### src/rtl/attn_uart9_pkg.sv
package attn_uart9_pkg;
  typedef enum logic [1:0] {
    RX_IDLE  = 2'd0,
    RX_START = 2'd1,
    RX_DATA  = 2'd2,
    RX_STOP  = 2'd3
  } rx_state_e;
endpackage

### src/rtl/attn_uart9_tx.sv
module attn_uart9_tx #(
  parameter int OSR = 16,
  parameter int FW  = 9
) (
  input  logic          clk_i,
  input  logic          rst_ni,
  input  logic          tick_i,
  input  logic          reinit_i,
  input  logic          two_stop_i,
  input  logic          wr_i,
  input  logic [FW-1:0] wr_data_i,
  output logic          empty_o,
  output logic          tx_o
);
  localparam int CW  = $clog2(OSR);
  localparam int SW  = FW + 3;
  localparam int BCW = $clog2(SW + 1);

  logic [FW-1:0]  buf_q;
  logic           empty_q;
  logic [SW-1:0]  sr_q;
  logic [BCW-1:0] bits_q;
  logic [CW-1:0]  cnt_q;
  logic           busy, load;

  assign busy = (bits_q != '0);
  assign load = tick_i && !busy && !empty_q;

  always_ff @(posedge clk_i or negedge rst_ni) begin
    if (!rst_ni) begin
      buf_q   <= '0;
      empty_q <= 1'b1;
      sr_q    <= '1;
      bits_q  <= '0;
      cnt_q   <= '0;
    end else if (reinit_i) begin
      empty_q <= 1'b1;
      sr_q    <= '1;
      bits_q  <= '0;
      cnt_q   <= '0;
    end else begin
      if (load) begin
        sr_q    <= {2'b11, buf_q, 1'b0};
        bits_q  <= two_stop_i ? BCW'(SW) : BCW'(SW - 1);
        cnt_q   <= '0;
        empty_q <= 1'b1;
      end else if (busy && tick_i) begin
        if (cnt_q == CW'(OSR - 1)) begin
          sr_q   <= {1'b1, sr_q[SW-1:1]};
          bits_q <= bits_q - 1'b1;
          cnt_q  <= '0;
        end else begin
          cnt_q <= cnt_q + 1'b1;
        end
      end
      if (wr_i) begin
        buf_q   <= wr_data_i;
        empty_q <= 1'b0;
      end
    end
  end

  assign empty_o = empty_q;
  assign tx_o    = sr_q[0];

  assert_idle_high_R2: assert property (@(posedge clk_i) disable iff (!rst_ni)
    !busy |-> tx_o);
  assert_empty_drop_R3: assert property (@(posedge clk_i) disable iff (!rst_ni)
    (wr_i && !reinit_i) |=> !empty_o);
  assert_reinit_tx_R10: assert property (@(posedge clk_i) disable iff (!rst_ni)
    reinit_i |=> (tx_o && empty_o));
endmodule

### src/rtl/attn_uart9_rx.sv
module attn_uart9_rx
  import attn_uart9_pkg::*;
#(
  parameter int OSR = 16,
  parameter int FW  = 9
) (
  input  logic          clk_i,
  input  logic          rst_ni,
  input  logic          tick_i,
  input  logic          reinit_i,
  input  logic          line_i,
  output logic          valid_o,
  output logic [FW-1:0] data_o,
  output logic          stop_ok_o
);
  localparam int CW  = $clog2(OSR);
  localparam int BNW = $clog2(FW);
  localparam int MID = OSR / 2 - 1;

  rx_state_e      state_q;
  logic [CW-1:0]  cnt_q;
  logic [BNW-1:0] bitn_q;
  logic [FW-1:0]  sh_q;
  logic           valid_q, stop_q;

  always_ff @(posedge clk_i or negedge rst_ni) begin
    if (!rst_ni) begin
      state_q <= RX_IDLE;
      cnt_q   <= '0;
      bitn_q  <= '0;
      sh_q    <= '0;
      valid_q <= 1'b0;
      stop_q  <= 1'b1;
    end else begin
      valid_q <= 1'b0;
      if (reinit_i) begin
        state_q <= RX_IDLE;
        cnt_q   <= '0;
      end else if (tick_i) begin
        unique case (state_q)
          RX_IDLE: if (!line_i) begin
            state_q <= RX_START;
            cnt_q   <= '0;
          end
          RX_START: begin
            if (cnt_q == CW'(MID)) begin
              cnt_q   <= '0;
              bitn_q  <= '0;
              state_q <= line_i ? RX_IDLE : RX_DATA;
            end else cnt_q <= cnt_q + 1'b1;
          end
          RX_DATA: begin
            if (cnt_q == CW'(OSR - 1)) begin
              cnt_q <= '0;
              sh_q  <= {line_i, sh_q[FW-1:1]};
              if (bitn_q == BNW'(FW - 1)) state_q <= RX_STOP;
              else bitn_q <= bitn_q + 1'b1;
            end else cnt_q <= cnt_q + 1'b1;
          end
          RX_STOP: begin
            if (cnt_q == CW'(OSR - 1)) begin
              cnt_q   <= '0;
              valid_q <= 1'b1;
              stop_q  <= line_i;
              state_q <= RX_IDLE;
            end else cnt_q <= cnt_q + 1'b1;
          end
          default: state_q <= RX_IDLE;
        endcase
      end
    end
  end

  assign valid_o   = valid_q;
  assign data_o    = sh_q;
  assign stop_ok_o = stop_q;

  assert_false_start_R4: assert property (@(posedge clk_i) disable iff (!rst_ni)
    (state_q == RX_START && tick_i && !reinit_i && cnt_q == CW'(MID) && line_i)
      |=> (state_q == RX_IDLE && !valid_o));
  assert_valid_pulse_R5: assert property (@(posedge clk_i) disable iff (!rst_ni)
    valid_o |=> !valid_o);
endmodule

### src/rtl/attn_uart9_regs.sv
module attn_uart9_regs #(
  parameter int FW = 9
) (
  input  logic          clk_i,
  input  logic          rst_ni,
  input  logic          reinit_i,
  input  logic          char_valid_i,
  input  logic [FW-1:0] char_data_i,
  input  logic          char_stop_ok_i,
  input  logic          rd_i,
  input  logic          err_clr_i,
  input  logic          attn_set_i,
  output logic [FW-1:0] rx_buf_o,
  output logic          rx_full_o,
  output logic          frame_err_o,
  output logic          attn_o
);
  logic [FW-1:0] buf_q;
  logic          full_q, err_q, attn_q;
  logic          is_addr, accept;

  assign is_addr = char_data_i[FW-1];
  assign accept  = char_valid_i && !(attn_q && !is_addr);

  always_ff @(posedge clk_i or negedge rst_ni) begin
    if (!rst_ni) begin
      buf_q  <= '0;
      full_q <= 1'b0;
      err_q  <= 1'b0;
      attn_q <= 1'b0;
    end else begin
      if (attn_set_i) attn_q <= 1'b1;
      else if (!reinit_i && accept && is_addr) attn_q <= 1'b0;
      if (reinit_i) begin
        full_q <= 1'b0;
        err_q  <= 1'b0;
      end else begin
        if (rd_i) full_q <= 1'b0;
        if (err_clr_i) err_q <= 1'b0;
        if (accept) begin
          buf_q  <= char_data_i;
          full_q <= 1'b1;
          if (!char_stop_ok_i) err_q <= 1'b1;
        end
      end
    end
  end

  assign rx_buf_o    = buf_q;
  assign rx_full_o   = full_q;
  assign frame_err_o = err_q;
  assign attn_o      = attn_q;

  assert_discard_R7: assert property (@(posedge clk_i) disable iff (!rst_ni)
    (char_valid_i && attn_q && !is_addr && !reinit_i && !rd_i && !err_clr_i)
      |=> ($stable(rx_full_o) && $stable(rx_buf_o) && $stable(frame_err_o)));
  assert_addr_wake_R8: assert property (@(posedge clk_i) disable iff (!rst_ni)
    (char_valid_i && attn_q && is_addr && !reinit_i && !attn_set_i)
      |=> (!attn_o && rx_full_o));
  assert_reinit_flags_R10: assert property (@(posedge clk_i) disable iff (!rst_ni)
    reinit_i |=> (!rx_full_o && !frame_err_o && $stable(rx_buf_o)));
endmodule

### src/rtl/attn_uart9.sv
module attn_uart9 #(
  parameter int DATA_W = 8,
  parameter int OSR    = 16
) (
  input  logic              clk_i,
  input  logic              rst_ni,
  input  logic              tick_i,
  input  logic              rx_i,
  output logic              tx_o,
  input  logic              tx_wr_i,
  input  logic [DATA_W-1:0] tx_data_i,
  input  logic              tx_bit9_i,
  input  logic              two_stop_i,
  input  logic              loopback_i,
  input  logic              rx_rd_i,
  input  logic              err_clr_i,
  input  logic              attn_set_i,
  input  logic              reinit_i,
  output logic [DATA_W-1:0] rx_data_o,
  output logic              rx_bit9_o,
  output logic              rx_full_o,
  output logic              tx_empty_o,
  output logic              frame_err_o,
  output logic              attn_o
);
  localparam int FW = DATA_W + 1;

  logic          tx_line;
  logic [1:0]    sync_q;
  logic          ch_valid, ch_stop_ok;
  logic [FW-1:0] ch_data, rx_buf;

  attn_uart9_tx #(.OSR(OSR), .FW(FW)) u_tx (
    .clk_i      (clk_i),
    .rst_ni     (rst_ni),
    .tick_i     (tick_i),
    .reinit_i   (reinit_i),
    .two_stop_i (two_stop_i),
    .wr_i       (tx_wr_i),
    .wr_data_i  ({tx_bit9_i, tx_data_i}),
    .empty_o    (tx_empty_o),
    .tx_o       (tx_line)
  );

  // receive line select, then two-stage synchroniser
  always_ff @(posedge clk_i or negedge rst_ni) begin
    if (!rst_ni) sync_q <= 2'b11;
    else         sync_q <= {sync_q[0], loopback_i ? tx_line : rx_i};
  end

  attn_uart9_rx #(.OSR(OSR), .FW(FW)) u_rx (
    .clk_i     (clk_i),
    .rst_ni    (rst_ni),
    .tick_i    (tick_i),
    .reinit_i  (reinit_i),
    .line_i    (sync_q[1]),
    .valid_o   (ch_valid),
    .data_o    (ch_data),
    .stop_ok_o (ch_stop_ok)
  );

  attn_uart9_regs #(.FW(FW)) u_regs (
    .clk_i          (clk_i),
    .rst_ni         (rst_ni),
    .reinit_i       (reinit_i),
    .char_valid_i   (ch_valid),
    .char_data_i    (ch_data),
    .char_stop_ok_i (ch_stop_ok),
    .rd_i           (rx_rd_i),
    .err_clr_i      (err_clr_i),
    .attn_set_i     (attn_set_i),
    .rx_buf_o       (rx_buf),
    .rx_full_o      (rx_full_o),
    .frame_err_o    (frame_err_o),
    .attn_o         (attn_o)
  );

  assign tx_o      = tx_line;
  assign rx_data_o = rx_buf[DATA_W-1:0];
  assign rx_bit9_o = rx_buf[FW-1];
endmodule

### config.mk
export PLATFORM = sky130hd
export DESIGN_NAME = attn_uart9
export DESIGN_NICKNAME = d
export VERILOG_FILES = /design/src/rtl/attn_uart9_pkg.sv /design/src/rtl/attn_uart9_tx.sv /design/src/rtl/attn_uart9_rx.sv /design/src/rtl/attn_uart9_regs.sv /design/src/rtl/attn_uart9.sv
export SDC_FILE = /design/constraint.sdc
export NUM_CORES = 1
export LEC_CHECK = 0
export ABC_AREA = 1
export ABC_CLOCK_PERIOD_IN_PS = 2200
export CAP_MARGIN = 20
export CORE_MARGIN = 2
export CORE_UTILIZATION = 45
export CTS_CLUSTER_SIZE = 10
export DETAILED_ROUTE_END_ITERATION = 16
export HOLD_SLACK_MARGIN = 0.02
export PLACE_DENSITY = 0.74
export SLEW_MARGIN = 0
export SYNTH_ARGS = -nofsm -noshare
export SYNTH_HDL_FRONTEND = slang
export SYNTH_SLANG_ARGS = --single-unit
### constraint.sdc
create_clock -name clk_i -period 2.2 [get_ports clk_i]
set_clock_uncertainty 0.05 [all_clocks]
set_input_delay 0.44 -clock clk_i [delete_from_list [all_inputs] [get_ports clk_i]]
set_output_delay 0.44 -clock clk_i [all_outputs]
set_load 0.1 [all_outputs]
==> results.sh, run 1 <==
export IMPL_status="complete, no violations"
export IMPL_cts_tree="yes"
export IMPL_hold_class="primary input to async pin"
export IMPL_post_cts_resized=0
export IMPL_leakagePower_nw=1.85
export IMPL_postCtsSetupBuffers=0
export IMPL_cts_buffers=9
export IMPL_crit_type="register to register"
export IMPL_netlist_instances=362
export IMPL_gr_total_overflow=0
export IMPL_drc=0
export IMPL_yosysWarnings=0
export IMPL_nets=429
export IMPL_drt_total_wl_mm=5.93
export IMPL_vias=2420
export IMPL_via_per_inst=4.96
export IMPL_dpl_hpwl_mm=4.20
export IMPL_n_antenna_cell=0
export IMPL_cts_buffer_depth=2
export IMPL_num_io_pins=34
export IMPL_hold_viol_final=0
export IMPL_start_util=0.457
export IMPL_wl_per_cell_microns=12.2
export IMPL_fp_dieH_microns=86.4
export IMPL_rows=30
export IMPL_syn_area_per_cell_sq_um=8.44
export IMPL_critPathCaptureType="register"
export IMPL_die_area_sq_um=7470
export IMPL_fillers=630
export IMPL_ir_worst_vdd_uv=553
export IMPL_power_mw=3.71
export IMPL_ys_seq_area_frac=0.521
export IMPL_setup_violations=0
export IMPL_cp_start_kind="register"
export IMPL_synth_net_count=388
export IMPL_multi_input_comb_area_sq_um=1260
export IMPL_ys_seq_elements=63
export IMPL_rrSetupSlack_ps=460
export IMPL_period_minus_slack_ps=1740
export IMPL_grt_max_degree=64
export IMPL_drive_gt1_frac=0.194
export IMPL_tightest_slew_ps=324
export IMPL_htreeDepth=3
export IMPL_stdcell_count=488
export IMPL_ys_types=36
export IMPL_finalSetupTns_ps=0
export IMPL_synth_cell_area_sq_um=3060
export IMPL_grt_pass1_wl_mm=10.5
export IMPL_numClockSinks=63
export IMPL_required_ps=2440
export IMPL_reg2regPathDepth=8
export IMPL_power_density_nw_per_um2=1010
export IMPL_die_x_microns=86.4
export IMPL_io_buffers=33
export IMPL_core_area_sq_um=6680
export IMPL_clk_pin_slew_ps=70
export IMPL_rsz0062_at_grt="false"
export IMPL_maxSlewHeadroom=0.784
export IMPL_min_period_over_period=0.789
export IMPL_slew_violations=0
export IMPL_worst_hold_slack_ps=43.1
export IMPL_final_common_cell="nand2_1"
export IMPL_ant_nets=0
export IMPL_grt_total_usage=0.182
export IMPL_place_inst=472
export IMPL_crit_fanout=18
export IMPL_gp_congestion=0.858
export IMPL_reg2reg_to="u_tx.sr_q[3]"
export IMPL_r2r_start="u_tx.bits_q[0]"
export IMPL_fmax_mhz=576
export IMPL_crit_arrival_ps=1980
export IMPL_fin_util=0.548
export IMPL_grt_pass1_vias=2368
export IMPL_area_delta_synth_final_pct=19.8
export IMPL_regArea_sq_um=1590
export IMPL_antenna_found_initial=0
export IMPL_clk_latency_ps=350
export IMPL_root_buffer="clkbuf_8"
export IMPL_maxCapViolations=0
export IMPL_postCtsHoldBufs=0
export IMPL_drt_iter0_markers=136
export IMPL_dr_pass1_iters=4
export IMPL_final_cell_mix="nand2_1, dfrtp_1, inv_1"
state kept, by name, summed over array words and instances, names as in the netlist:
register / count
sync_q: 2
u_regs.attn_o: 1
u_regs.frame_err_o: 1
u_regs.rx_buf_o: 9
u_regs.rx_full_o: 1
u_rx.bitn_q: 4
u_rx.cnt_q: 4
u_rx.data_o: 9
u_rx.state_q: 2
u_rx.stop_ok_o: 1
u_rx.valid_o: 1
u_tx.bits_q: 4
u_tx.buf_q: 9
u_tx.cnt_q: 4
u_tx.empty_o: 1
u_tx.sr_q: 10
cells by family (layout without fill, tap and decap cells):
logic type,after synthesis,count (layout),share of synthesized area
multiplexers,2,2,0.00737
AND/OR/NAND/NOR,197,197,0.280
XOR/XNOR,4,4,0.0115
buffers and inverters,46,92,0.0647
adder cells (fa/ha/maj),6,6,0.0246
flip-flops,63,63,0.521
AO/OA/AOI/OAI,44,44,0.0909
power breakdown:
group	total, mW	leakage [nW]	switching [mW]	internal, mW
Sequential	1.62	0.803	0.181	1.43
Combinational	0.980	0.929	0.624	0.356
Clock	1.11	0.114	0.474	0.641
Total	3.71	1.85	1.28	2.43
per-layer routing:
layer | share of wire | track usage | vias up
li1 | - | - | 1225
met1 | 0.44 | 0.220 | 1116
met2 | 0.47 | 0.290 | 55
met3 | 0.042 | 0.0505 | 24
met4 | 0.045 | 0.108 | 0
met5 | 0 | 0 | -
through the flow:
stage | setup WS (ps) | instance area, sq um
final | 464 | 3660
after global routing | 282 | 3660
after global placement | 246 | 3440
after floorplan | 334 | 3060
after CTS | 462 | 3660
after detailed placement | 171 | 3440
worst max-delay path: stages, from the launching register on:
cell	delay, ps
dfrtp_1	410
inv_1	110
ha_1	240
nand4_4	240
nand3_2	190
nand2_4	150
inv_2	150
nand2_1	70
nand2_1	70
synth_stat cells, drive strengths merged:
cell type    n  area [sq um]
ha           6          75.1
nand2      144           563
nand3b       2          15.0
or2          3          18.8
dfrtp       49          1230
nand3       23           120
mux2         2          22.5
a31oi        1          6.26
a21oi        7          38.8
o22ai        1          6.26
nand4        2          27.5
a21o         1          7.51
dfstp       14           368
nor3         2          21.3
inv         38           143
buf          8          55.1
o21bai       1          7.51
o211ai       1          7.51
nor2        20          82.6
a21boi       1          7.51
xor2         4          35.0
and3         1          6.26
o21ai       31           196
worst max-delay path by stage:
stage / start / slack, ps / end / cells past startpoint
after CTS: u_tx.bits_q[0] / 460 / u_tx.sr_q[3] / 8
final: u_tx.bits_q[0] / 460 / u_tx.sr_q[3] / 8
after global placement: tick_i / 250 / u_tx.sr_q[7] / 7
after detailed placement: tick_i / 170 / u_tx.sr_q[3] / 7
after global routing: u_tx.bits_q[0] / 280 / u_tx.sr_q[5] / 8
after floorplan: u_regs.attn_o / 330 / u_regs.rx_buf_o[0] / 3
cell type report:
| cell class | instances | area share |
|---|---|---|
| sequential | 63 | 0.435 |
| multi-input combinational | 253 | 0.345 |
| timing repair buffer | 38 | 0.0929 |
| inverter | 38 | 0.0389 |
| clock buffer | 9 | 0.0338 |
| tap | 80 | 0.0273 |
| clock inverter | 7 | 0.0263 |
No activity file was read; power rests on OpenSTA's default activity.
==> run 2, diff against run 1 <==
- ABC_CLOCK_PERIOD_IN_PS: 2200 -> 1600
- clock period: 2.2 -> 1.6 ns (I/O delays scaled with it)
==> results.sh, run 2 (same netlist as run 1, synthesis figures left out) <==
export IMPL_hold_class="register to register"
export IMPL_drive_gt1_frac=0.236
export IMPL_min_period_over_period=0.958
export IMPL_largest_register_ffs=10
export IMPL_maxCapViolations=0
export IMPL_finalSetupTns_ps=0
export IMPL_die_x_microns=86.4
export IMPL_critPathTopFamily="flip-flops"
export IMPL_crit_type="register to output port"
export IMPL_final_common_cell="nand2_1"
export IMPL_grt_max_degree=64
export IMPL_io_buffers=33
export IMPL_die_area_sq_um=7470
export IMPL_drt_iter0_markers=126
export IMPL_fp_dieH_microns=86.4
export IMPL_leakagePower_nw=1.98
export IMPL_ir_worst_vdd_uv=1260
export IMPL_antenna_found_initial=0
export IMPL_power_mw=5.52
export IMPL_clk_latency_ps=340
export IMPL_n_antenna_cell=0
export IMPL_required_ps=1230
export IMPL_crit_fanout=2
export IMPL_via_per_inst=4.90
export IMPL_cts_buffers=9
export IMPL_top_register="u_tx.sr_q"
export IMPL_crit_arrival_ps=1160
export IMPL_dpl_hpwl_mm=4.24
export IMPL_grt_pass1_wl_mm=10.4
export IMPL_rsz0062_at_grt="true"
export IMPL_gr_total_overflow=0
export IMPL_start_util=0.457
export IMPL_dr_pass1_iters=4
export IMPL_clk_pin_slew_ps=70
export IMPL_cp_start_kind="register"
export IMPL_vias=2468
export IMPL_tightest_slew_ps=337
export IMPL_cts_buffer_depth=2
export IMPL_status="complete, no violations"
export IMPL_hold_viol_final=0
export IMPL_setup_violations=0
export IMPL_maxSlewHeadroom=0.775
export IMPL_num_io_pins=34
export IMPL_numClockSinks=63
export IMPL_drc=0
export IMPL_period_minus_slack_ps=1530
export IMPL_worst_path_largest_cell_delay_ps=650
export IMPL_grt_pass1_vias=2383
export IMPL_path_cells="buf_12"
export IMPL_area_delta_synth_final_pct=32.4
export IMPL_nets=445
export IMPL_fmax_mhz=652
export IMPL_gp_congestion=0.788
export IMPL_grt_total_usage=0.179
export IMPL_htreeDepth=3
export IMPL_ant_nets=0
export IMPL_final_cell_mix="nand2_1, dfrtp_1, inv_1"
export IMPL_core_area_sq_um=6680
export IMPL_crit_buf_inv=1
export IMPL_slew_violations=0
export IMPL_slowest_stage="dfstp_4"
export IMPL_cts_tree="yes"
export IMPL_wl_per_cell_microns=12.0
export IMPL_power_density_nw_per_um2=1360
export IMPL_critPathCaptureType="output port"
export IMPL_root_buffer="clkbuf_8"
export IMPL_drt_total_wl_mm=6.04
export IMPL_rows=30
==> run 2: routing by layer <==
metal | global-route usage | wire length [microns] | share of wire | vias to the layer above
met5 | 0 | 0 | 0 | -
met4 | 0.0611 | 63 | 0.010 | 0
met3 | 0.0486 | 267 | 0.044 | 6
met2 | 0.294 | 2940 | 0.49 | 63
met1 | 0.228 | 2760 | 0.46 | 1143
li1 | - | - | - | 1256
==> run 2: repair_timing <==
action	4_1_cts	5_1_grt
hold buffers	1	0
endpoints found under the hold margin	49	0
pin swaps	0	3
endpoints found under the setup margin	6	25
resized for setup	1	10
setup buffers	0	1
==> run 2: layout make-up <==
type | instances | area (sq um)
timing repair buffer | 54 | 651
sequential | 63 | 1600
clock inverter | 7 | 120
clock buffer | 9 | 124
tap | 80 | 100
inverter | 38 | 145
multi-input combinational | 253 | 1310
fill | 569 | 2630
==> run 2: worst paths after layout <==
| path | start | to | slack [ps] | cells after the start |
|---|---|---|---|---|
| hold / removal | sync_q[0] | sync_q[1] | 310 | 0 |
| setup / recovery | u_tx.empty_o | tx_empty_o | 70 | 1 |
| min in group asynchronous | rst_ni | u_rx.bitn_q[0] | 450 | 3 |
| hold reg to reg | sync_q[0] | sync_q[1] | 310 | 0 |
| setup reg to reg | u_rx.bitn_q[1] | u_rx.state_q[1] | 90 | 11 |
| max in group asynchronous | rst_ni | u_rx.stop_ok_o | 720 | 3 |
==> run 2: power breakdown <==
group          internal [mW]  switching (mW)
Sequential              1.97           0.234
Clock                   1.04           0.658
Combinational          0.671           0.945
==> run 2: stage by stage <==
stage                util  hold WS [ps]  setup slack, ps  instance area [sq um]  instances
detailed placement  0.560           298             -249                   3740        486
global placement    0.560           297             -190                   3740        486
CTS                 0.598           307             5.83                   4000        503
floorplan               -         -25.6            -1.05                   3060        362
finish              0.606           309             66.6                   4050        504
global route        0.606           320            -29.7                   4050        504
==> run 3, diff against run 2 <==
- CTS_BUF_LIST: default -> sky130_fd_sc_hd__clkbuf_4
- SLEW_MARGIN: 0 -> 10
==> results.sh, run 3 (same netlist as run 1, synthesis figures left out) <==
export IMPL_num_io_pins=34
export IMPL_dr_pass1_iters=4
export IMPL_period_minus_slack_ps=1610
export IMPL_power_switching_mw=1.81
export IMPL_clk_pin_slew_ps=120
export IMPL_tightest_slew_ps=330
export IMPL_path_cells="buf_12"
export IMPL_p_sw_frac=0.345
export IMPL_worst_path_largest_cell_delay_ps=660
export IMPL_fillers=578
export IMPL_power_density_nw_per_um2=1320
export IMPL_crit_type="register to output port"
export IMPL_grt_max_degree=64
export IMPL_drt_iter0_markers=104
export IMPL_violations="negative setup slack"
export IMPL_die_x_microns=86.4
export IMPL_largest_register_ffs=10
export IMPL_p_seq_frac=0.420
export IMPL_area_delta_synth_final_pct=30.8
export IMPL_via_per_inst=4.88
export IMPL_die_area_sq_um=7470
export IMPL_crit_buf_inv=1
export IMPL_drt_total_wl_mm=6.06
export IMPL_stdcell_area_sq_um=4000
export IMPL_root_buffer="clkbuf_4"
export IMPL_grt_total_usage=0.176
export IMPL_dpl_hpwl_mm=4.24
export IMPL_htreeDepth=3
export IMPL_status="finished, violations left"
export IMPL_cts_buffer_depth=2
export IMPL_setup_violations=1
export IMPL_drive_gt1_frac=0.243
export IMPL_slew_violations=0
export IMPL_core_area_sq_um=6680
export IMPL_hold_class="register to register"
export IMPL_p_int_mw=3.45
export IMPL_setup_ws_ps=-10.1
export IMPL_gr_total_overflow=0
export IMPL_fp_dieH_microns=86.4
export IMPL_ant_nets=0
export IMPL_wl_per_cell_microns=12.0
export IMPL_final_common_cell="nand2_1"
export IMPL_top_register="u_tx.sr_q"
export IMPL_rrSetupSlack_ps=70
export IMPL_cts_buffers=9
export IMPL_ir_worst_vdd_uv=1250
export IMPL_grt_pass1_vias=2376
export IMPL_hold_viol_final=0
export IMPL_final_cell_mix="nand2_1, dfrtp_1, inv_1"
export IMPL_place_area_sq_um=3740
export IMPL_required_ps=1230
export IMPL_critPathCaptureType="output port"
export IMPL_fmax_mhz=621
export IMPL_slowest_stage="dfstp_4"
export IMPL_grt_pass1_wl_mm=10.4
export IMPL_io_buffers=33
export IMPL_crit_fanout=2
export IMPL_pwr_share_comb=0.309
export IMPL_antenna_found_initial=0
export IMPL_rsz0062_at_grt="true"
export IMPL_power_mw=5.26
export IMPL_critPathTopFamily="flip-flops"
export IMPL_cp_start_kind="register"
export IMPL_cts_tree="yes"
export IMPL_crit_arrival_ps=1240
export IMPL_leakagePower_nw=1.95
export IMPL_min_period_over_period=1.01
export IMPL_maxSlewHeadroom=0.780
export IMPL_nets=445
export IMPL_start_util=0.457
export IMPL_drc=0
export IMPL_clk_latency_ps=400
export IMPL_maxCapViolations=0
export IMPL_n_antenna_cell=0
export IMPL_p_clk_frac=0.271
export IMPL_numClockSinks=63
export IMPL_vias=2462
export IMPL_rows=30
export IMPL_gp_congestion=0.788
[run 3: cell types whose count changed in the layout (fill, tap and decap cells not counted)]
cell / delta
clkbuf_4: +9
clkbuf_8: -9
dfrtp_1: -1
dfrtp_2: +1
inv_1: -2
inv_2: +1
inv_6: +1
o21ai_0: -1
o21ai_1: +1
[run 3: power by group through the flow]
| stage | registers [mW] | logic, mW | clock network [mW] |
|---|---|---|---|
| finish | 2.21 | 1.62 | 1.43 |
| global route | 2.25 | 1.82 | 1.54 |
| CTS | 2.20 | 1.55 | 1.46 |
| detailed placement | 2.23 | 1.53 | 0 |
| global placement | 2.22 | 1.47 | 0 |
| floorplan | 2.29 | 0.959 | 0 |
[run 3: path summary, 6_finish.rpt]
kind	from	endpoint	cells after the start
min reg2reg	sync_q[0]	sync_q[1]	0
min	sync_q[0]	sync_q[1]	0
max reg2reg	u_rx.bitn_q[1]	u_rx.state_q[1]	11
max	u_tx.empty_o	tx_empty_o	1
min in group asynchronous	rst_ni	u_rx.bitn_q[0]	3
max in group asynchronous	rst_ni	u_rx.stop_ok_o	3
[run 3: cell type report]
cell class / count / area, sq um / area share
repair buffers: 54 / 651 / 0.163
multi-input cells: 253 / 1310 / 0.327
well taps: 80 / 100 / 0.0250
clock buffers: 9 / 67.6 / 0.0169
inverters: 38 / 150 / 0.0376
clock inverters: 7 / 120 / 0.0300
flip-flops and latches: 63 / 1600 / 0.400
[run 3: what timing repair did]
action / in CTS / in global routing
endpoints found under the setup margin: 9 / 31
gates resized for setup: 1 / 16
endpoints found under the hold margin: 49 / 0
pin swaps: 0 / 4
cloned: 0 / 0
hold buffers: 1 / 0
setup buffers: 0 / 1
[run 3: per-layer routing]
layer,GRT usage,up-vias,part of all wire
met5,0,-,0
met1,0.229,1154,0.47
met4,0.0682,0,0.0099
li1,-,1256,-
met2,0.292,46,0.49
met3,0.0343,6,0.032
[run 3: stage by stage]
stage / instances / TNS [ps] / setup slack (ps) / util / hold slack [ps]
final: 504 / -10.1 / -10.1 / 0.598 / 320
after CTS: 503 / -24.9 / -24.9 / 0.590 / 311
after floorplan: 362 / -1.05 / -1.05 / - / -25.6
after detailed placement: 486 / -7780 / -249 / 0.560 / 298
after global routing: 504 / -127 / -55.5 / 0.598 / 333
after global placement: 486 / -5940 / -190 / 0.560 / 297
